### src/rtl/prot_flag_unit.sv
module prot_flag_unit #(
  parameter int AW     = 16,
  parameter int CW     = 8,
  parameter int NF     = 11,
  parameter int B_IP   = 0,
  parameter int B_DL   = 1,
  parameter int B_TMR  = 2,
  parameter int B_CHAN = 3,
  parameter int B_FP   = 4,
  parameter int B_ORNG = 5,
  parameter int B_PRNG = 6,
  parameter int B_MERR = 7,
  parameter int B_IO   = 8,
  parameter int B_ERRX = 9,
  parameter int B_NRMX = 10
) (
  input  logic          clk,
  input  logic          rst_n,
  input  logic [AW-1:0] inst_base,
  input  logic [AW-1:0] inst_limit,
  input  logic          fetch_valid,
  input  logic [AW-1:0] fetch_addr,
  input  logic [AW-1:0] data_base,
  input  logic [AW-1:0] data_limit,
  input  logic          opnd_valid,
  input  logic [AW-1:0] opnd_addr,
  input  logic          en_opnd_rng,
  input  logic          en_fp_int,
  input  logic          en_corr_err,
  input  logic          en_uncorr_err,
  input  logic          monitor_mode,
  input  logic          int_monitor_mode,
  input  logic          fp_err,
  input  logic          corr_err,
  input  logic          uncorr_err,
  input  logic          err_exit,
  input  logic          norm_exit,
  input  logic          ip_irq,
  input  logic          deadlock,
  input  logic          chan_done,
  input  logic          io_irq,
  input  logic          tmr_load,
  input  logic [CW-1:0] tmr_value,
  input  logic          flag_wr,
  input  logic [NF-1:0] flag_wdata,
  input  logic          fp_status_clr,
  output logic [NF-1:0] flags,
  output logic          fp_status,
  output logic          xchg_req
);

  logic [CW-1:0] tmr_cnt;
  logic [NF-1:0] set_vec;
  logic          fetch_bad, opnd_bad, tmr_zero;

  assign fetch_bad = fetch_valid && (fetch_addr < inst_base || fetch_addr >= inst_limit);
  assign opnd_bad  = opnd_valid && (opnd_addr < data_base || opnd_addr >= data_limit);
  assign tmr_zero  = !tmr_load && (tmr_cnt == CW'(1));

  always_comb begin
    set_vec         = '0;
    set_vec[B_IP]   = ip_irq;
    set_vec[B_DL]   = deadlock;
    set_vec[B_TMR]  = tmr_zero;
    set_vec[B_CHAN] = chan_done;
    set_vec[B_FP]   = fp_err && en_fp_int;
    set_vec[B_ORNG] = opnd_bad && en_opnd_rng;
    set_vec[B_PRNG] = fetch_bad;
    set_vec[B_MERR] = (corr_err && en_corr_err) || (uncorr_err && en_uncorr_err);
    set_vec[B_IO]   = io_irq;
    set_vec[B_ERRX] = err_exit && !monitor_mode;
    set_vec[B_NRMX] = norm_exit && !monitor_mode && !int_monitor_mode;
  end

  always_ff @(posedge clk) begin
    if (!rst_n) begin
      flags     <= '0;
      fp_status <= 1'b0;
      tmr_cnt   <= '0;
    end else begin
      flags     <= (flag_wr ? flag_wdata : flags) | set_vec;
      fp_status <= fp_err || (fp_status && !fp_status_clr);
      if (tmr_load)            tmr_cnt <= tmr_value;
      else if (tmr_cnt != '0)  tmr_cnt <= tmr_cnt - CW'(1);
    end
  end

  assign xchg_req = |flags;

endmodule

### config.mk
export PLATFORM = sky130hd
export DESIGN_NAME = prot_flag_unit
export DESIGN_NICKNAME = d
export VERILOG_FILES = /design/src/rtl/prot_flag_unit.sv
export SDC_FILE = /design/constraint.sdc
export NUM_CORES = 1
export LEC_CHECK = 0
export BUFFER_PORTS_ARGS = -buffer_cell sky130_fd_sc_hd__buf_2
export CAP_MARGIN = 10
export CELL_PAD_IN_SITES_DETAIL_PLACEMENT = 0
export CELL_PAD_IN_SITES_GLOBAL_PLACEMENT = 1
export CORE_MARGIN = 2
export CORE_UTILIZATION = 33
export DETAILED_ROUTE_END_ITERATION = 7
export PLACE_DENSITY = 0.9
export SYNTH_ARGS = -nofsm -noshare
export SYNTH_HDL_FRONTEND = slang
export SYNTH_SLANG_ARGS = --single-unit
### constraint.sdc
create_clock -name clk -period 5.8 [get_ports clk]
set_input_delay 1.74 -clock clk [delete_from_list [all_inputs] [get_ports clk]]
set_output_delay 1.74 -clock clk [all_outputs]
set_load 0.1 [all_outputs]
==> reports/results.txt, run 1 <==
Synthesis Warnings: 0
pre-CTS WS: 2.48 ns
Area Growth Syn to Fin: 36.9%
Initial Util: 34.3%
DR vias: 2731
vias in the first global route: 2867
fin util: 47.0%
max cap viols: 0
Final Hold Vio Count: 0
Synth Instances: 322
CTS clk-pin slew, worst paths: 0.08 ns
post-synthesis cell type count: 40
maximum clock path buffer count: 2
vias per inst: 4.78
HPWL after DPL: 6.25 mm
Tcrit/Tclk final: 56.5%
# DRC: 0
crit end category: output pin
Critical R2R Capture: tmr_cnt[0]
dpl cell area: 3370 um2
ANT nets after route: 0
crit path from: flags[9]
worst r2r path cells: 7
Reg2Reg Setup Slack: 4.12 ns
RSZ-0062 raised after global routing: no
crit path launch type: register
IO Port Bufs: 149
post-CTS setup buffers: 0
layout cell share with drive strength beyond 1: 35.2%
All-Layer GR Usage: 16.5%
Worst R2R Start: tmr_cnt[1]
total power per unit cell area: 165 nW/um2
largest net degree at the start of global routing: 17
CTS H-tree lvls: 1
CP required: 4.06 ns
core area: 7330 um2
Max VDD drop: 0.0000672 V
CTS Hold Buffers Added: 0
Finished Cell Area: 3440 um2
Slew headroom: 61.5%
Die ar.: 8340 um2
WL/cell: 12.0 um
Die Height: 91.3 um
minimum clock period: 3.28 ns
worst hold path class: reg -> reg
flop and latch count out of synthesis: 20
Root Buffer Master: clkbuf_8
Mapped Nets: 523
Critical Path AT: 1.54 ns
Final TNS setup: 0 ns
synthesized area: 2520 um2
Resize count post-CTS: 0
FP Rows: 31
ant diodes: 0
Chip Width: 91.3 um
worst setup path class: reg -> out
grt total ovfl: 0
Pre-Repair DR Iteration Count: 4
Tightest Pin Transition: 0.562 ns
Seq/Total Area, Yosys: 15.9%
setup clock skew after layout: 0.00550 ns
fin worst setup slack: 2.52 ns
Syn Area/Cell: 7.81 um2
ys async rst share: 0%
clk_lat worst skew: 0.25 ns
final wirelength: 6.87 mm
I/O Pins: 150
fillers: 755
status: finished, final reports clean
Clock Sinks: 20
CP endpoint: xchg_req
TritonCTS clock tree: built
Setup violations, final: 0
initial antenna violation count: 0
RePlAce Congestion: 0.807
Num CTS Buffers: 3
EDFF count, synth: 0
worst hold slack: 0.560 ns
Max Fclk: 0.305 GHz
CP max FO: 3
First DRT Iteration DRCs: 39
first-pass GRT wire length: 11.6 mm
nets: 674
Leak Pwr: 0.00200 uW
predominant post-synthesis flop cell: dfxtp_1
max-slew violation total from the final report: 0
==> power by group <==
group | internal, uW | total, uW | switching (uW) | leakage, uW
combinational | 111 | 266 | 154 | 0.00179
clock | 92.0 | 139 | 47.1 | 0.0000357
sequential | 152 | 165 | 13.4 | 0.000167
==> per-stage QoR <==
step           std cells  total power, uW
6_report             571              570
5_1_grt              571              621
4_1_cts              571              578
3_5_place_dp         567              435
3_3_place_gp         567              428
2_1_floorplan        322              345
==> placed cells by master (no fill, tap or decap), types with 2 or more instances in the layout <==
| master | n |
|---|---|
| o2111ai_1 | 2 |
| mux2i_1 | 6 |
| nand2b_1 | 3 |
| a21oi_1 | 26 |
| nand2_1 | 24 |
| a2111oi_0 | 2 |
| a21o_1 | 6 |
| nand3b_1 | 2 |
| inv_1 | 66 |
| nand4_1 | 8 |
| o211ai_1 | 2 |
| nor3_1 | 5 |
| nand3_1 | 6 |
| ha_1 | 64 |
| nor2b_1 | 2 |
| or3b_2 | 2 |
| clkbuf_8 | 3 |
| o21ai_0 | 11 |
| mux2_2 | 6 |
| o21a_1 | 5 |
| nor4_1 | 3 |
| a211oi_1 | 4 |
| nor2_1 | 18 |
| dfxtp_1 | 20 |
| buf_2 | 149 |
| xnor2_1 | 6 |
| a21boi_0 | 7 |
==> cell type report <==
type	instances	area, um2	share of cell area [%]
Multi-Input combinational cell	233	1860	53.9
Timing Repair Buffer	149	746	21.6
Sequential cell	20	400	11.6
Inverter	66	248	7.19
Tap cell	99	124	3.60
Clock buffer	3	41.3	1.20
Clock inverter	1	30.0	0.872
==> Yosys cell counts, types with 2 or more instances <==
master,number,area share [%]
a2111oi_0,2,0.70
a211oi_1,4,1.2
a21boi_0,7,2.1
a21o_1,6,1.8
a21oi_1,26,5.2
clkbuf_1,2,0.30
dfxtp_1,20,16
ha_1,64,32
inv_1,66,9.8
mux2_2,6,2.7
mux2i_1,6,2.4
nand2_1,24,3.6
nand2b_1,3,0.75
nand3_1,6,1.2
nand3b_1,2,0.60
nand4_1,8,2.0
nor2_1,18,2.7
nor2b_1,2,0.50
nor3_1,5,0.99
nor4_1,3,0.75
o2111ai_1,2,0.70
o211ai_1,2,0.60
o21a_1,5,1.5
o21ai_0,11,2.2
or3b_2,2,0.70
xnor2_1,6,2.1
==> logic make-up after synthesis <==
kind of cell             count (synthesis)  share of synthesized area, %
XOR/XNOR                                 6                          2.09
buffers and inverters                   69                          10.3
flip-flops                              20                          15.9
multiplexers                            12                          5.07
adder cells (fa/ha/maj)                 64                          31.8
AND/OR/NAND/NOR                         78                          15.7
AO/OA/AOI/OAI                           73                          19.1
==> sequential cells by signal, indices dropped and copies added (netlist names) <==
register   count
flags         11
tmr_cnt        8
fp_status      1
==> per-layer routing <==
layer	vias to the layer above	GRT usage [%]	routed length, um
li1	1415	-	-
met1	1204	19.4	2850
met2	100	30.7	3400
met3	12	2.07	463
met4	0	5.68	156
met5	-	0	0
==> how the worst min path moves through the flow <==
| stage | from | endpoint | slack (ns) | cells after the start |
|---|---|---|---|---|
| global route | flags[7] | flags[7] | 0.61 | 2 |
| CTS | flags[7] | flags[7] | 0.57 | 2 |
| floorplan | tmr_cnt[6] | flags[2] | 0.55 | 3 |
| finish | flags[7] | flags[7] | 0.56 | 2 |
| detailed placement | flags[7] | flags[7] | 0.55 | 2 |
| global placement | flags[2] | flags[2] | 0.55 | 2 |
==> worst max-delay path, cell delays in order (launching register included) <==
cell and delay, ns:
dfxtp_1 0.33, nor4_1 0.51, nand3_1 0.12, buf_2 0.32
Power figures use the tool's default switching activity.
==> inputs of run 2 (changes only) <==
--- a/config.mk
+++ b/config.mk
@@ -10,9 +10,9 @@
 export CELL_PAD_IN_SITES_DETAIL_PLACEMENT = 0
 export CELL_PAD_IN_SITES_GLOBAL_PLACEMENT = 1
 export CORE_MARGIN = 2
-export CORE_UTILIZATION = 33
+export CORE_UTILIZATION = 27
 export DETAILED_ROUTE_END_ITERATION = 7
-export PLACE_DENSITY = 0.9
+export PLACE_DENSITY = 0.79
 export SYNTH_ARGS = -nofsm -noshare
 export SYNTH_HDL_FRONTEND = slang
 export SYNTH_SLANG_ARGS = --single-unit
==> constraint.sdc (replaced) <==
create_clock -name clk -period 2.76 [get_ports clk]
set_input_delay 0.828 -clock clk [delete_from_list [all_inputs] [get_ports clk]]
set_output_delay 0.828 -clock clk [all_outputs]
set_load 0.1 [all_outputs]
==> run 2 against run 1 <==
Sequential cell count did not move. Global-route usage decreased by 2.7 points. Clock power is 110% higher. Power is 110% higher. Combinational power grew 110%. Clock skew grew 0.0027 ns. Register-to-register slack lost 3.1 ns. Largest cell class unchanged. Largest power group unchanged.
==> reports/results.txt, run 2 (synthesized netlist as in run 1, its figures left out) <==
Pre-Repair DR Iteration Count: 4 (unchanged)
FP Rows: 35 (+13%)
most frequent cells in the layout: buf_2 (149), inv_1 (66), ha_1 (64), a21oi_1 (26), nand2_1 (24)
post-CTS setup buffers: 0 (unchanged)
fin util: 37.9% (-9.1 points)
worst hold path class: reg -> reg
Hold Startpoint: flags[2]
total power: 1200 uW (+110%)
final wirelength: 7.12 mm (+3.6%)
IO Port Bufs: 149 (unchanged)
clk_lat worst skew: 0.26 ns (about the same)
vias per inst: 4.58 (-4.3%)
ANT nets after route: 0 (unchanged)
Worst R2R Start: tmr_cnt[0]
First DRT Iteration DRCs: 47 (+21%)
Clock Sinks: 20 (unchanged)
CTS Hold Buffers Added: 0 (unchanged)
worst setup path class: reg -> out
Max VDD drop: 0.000231 V (+240%)
Tcrit/Tclk final: 84.0%
crit path from: flags[9]
Die Height: 101 um (+10%)
switching share of total power: 37.9% (+0.22 points)
Die ar.: 10100 um2 (+21%)
# DRC: 0 (unchanged)
total power per unit cell area: 347 nW/um2 (+110%)
Sequential Power Share: 28.9% (about the same)
All-Layer GR Usage: 13.8% (-2.7 points)
grt total ovfl: 0 (unchanged)
HPWL after DPL: 6.45 mm (+3.1%)
Initial Util: 27.5% (-6.8 points)
Gate power share: 46.4% (-0.2 points)
RSZ-0062 raised after global routing: no
fillers: 972 (+29%)
CTS H-tree lvls: 1 (unchanged)
setup clock skew after layout: 0.00822 ns (+0.00272 ns)
Area Growth Syn to Fin: 37.8%
initial antenna violation count: 0 (unchanged)
crit end category: output pin
Tightest Pin Transition: 0.477 ns (-0.0854 ns)
cell-internal power: 746 uW (+110%)
Critical Path AT: 1.49 ns (-0.05 ns)
area of the multi-input gates: 1860 um2 (unchanged)
Final TNS setup: 0 ns (unchanged)
commonest non-fill, non-tap cell in the layout: buf_2
Resize count post-CTS: 0 (unchanged)
layout cell share with drive strength beyond 1: 35.3% (+0.14 points)
RePlAce Congestion: 0.810 (+0.33%)
WL/cell: 12.2 um (+1.3%)
Root Buffer Master: clkbuf_8
Leak Pwr: 0.00200 uW (+0.24%)
biggest regs: flags: 11 flops, tmr_cnt: 8 flops, fp_status: 1 flops
maximum clock path buffer count: 2 (unchanged)
Max Fclk: 0.431 GHz
TritonCTS clock tree: built
max-slew violation total from the final report: 0 (unchanged)
DR vias: 2672 (-2.2%)
Final Hold Vio Count: 0 (unchanged)
max FFs per register: 11 (unchanged)
Setup violations, final: 0 (unchanged)
Slew headroom: 67.4% (+5.8 points)
NetSw: 456 uW (+110%)
core area: 9150 um2 (+25%)
minimum clock period: 2.32 ns
Num CTS Buffers: 3 (unchanged)
CTS clk-pin slew, worst paths: 0.08 ns (about the same)
vias in the first global route: 2675 (-6.7%)
Clk pwr share: 24.7% (+0.3 points)
most flop-heavy register: flags
largest net degree at the start of global routing: 17 (unchanged)
first-pass GRT wire length: 11.4 mm (-1.7%)
status: finished, final reports clean
Chip Width: 101 um (+10%)
nets: 675 (+0.15%)
CP required: 1.93 ns (-2.13 ns)
ant diodes: 0 (unchanged)
CP max FO: 3 (unchanged)
register area: 400 um2 (unchanged)
max cap viols: 0 (unchanged)
crit path launch type: register
I/O Pins: 150 (unchanged)
[run 2: cell count changes in the layout (fill, tap and decap cells not counted)]
cell | before | now
buf_4 | 0 | 1
[run 2: routing by layer]
metal	wire length, um	vias up	GRT usage [%]
met1	3060	1161	16.1
met2	3520	87	26.6
met4	89	0	2.63
li1	-	1418	-
met5	0	-	0
met3	444	6	2.01
[run 2: area by class of cell]
cell class | instances | area share [%]
well taps | 111 | 4.01
repair buffers | 150 | 21.7
inverters | 66 | 7.15
multi-input cells | 233 | 53.5
clock buffers | 3 | 1.19
clock inverters | 1 | 0.866
flip-flops and latches | 20 | 11.5
[run 2: power groups by stage]
stage	registers, uW	logic [uW]	clock network (uW)
after floorplan	452	272	0
after global placement	354	550	0
final	347	558	297
after CTS	348	562	309
after detailed placement	355	558	0
after global routing	352	628	318
[run 2: final timing paths]
kind | slack (ns) | cells past startpoint | end
worst max-delay path | 0.44 | 3 | xchg_req
worst min-delay path | 0.57 | 2 | flags[2]
worst max register to register | 1.05 | 7 | tmr_cnt[0]
worst min register to register | 0.57 | 2 | flags[2]
[run 2: critical path: stages, from the launching register on]
cell     delay [ns]
dfxtp_1        0.33
nor4_1         0.46
nand3_1        0.12
buf_2          0.32
[run 2: through the flow]
step	hold WS [ns]	instances	cell area, um2	worst slack [ns]
global route	0.621	584	3470	0.301
finish	0.573	584	3470	0.441
CTS	0.584	584	3470	0.442
global placement	0.552	580	3400	0.371
floorplan	0.553	322	2520	0.0449
detailed placement	0.577	580	3400	0.324
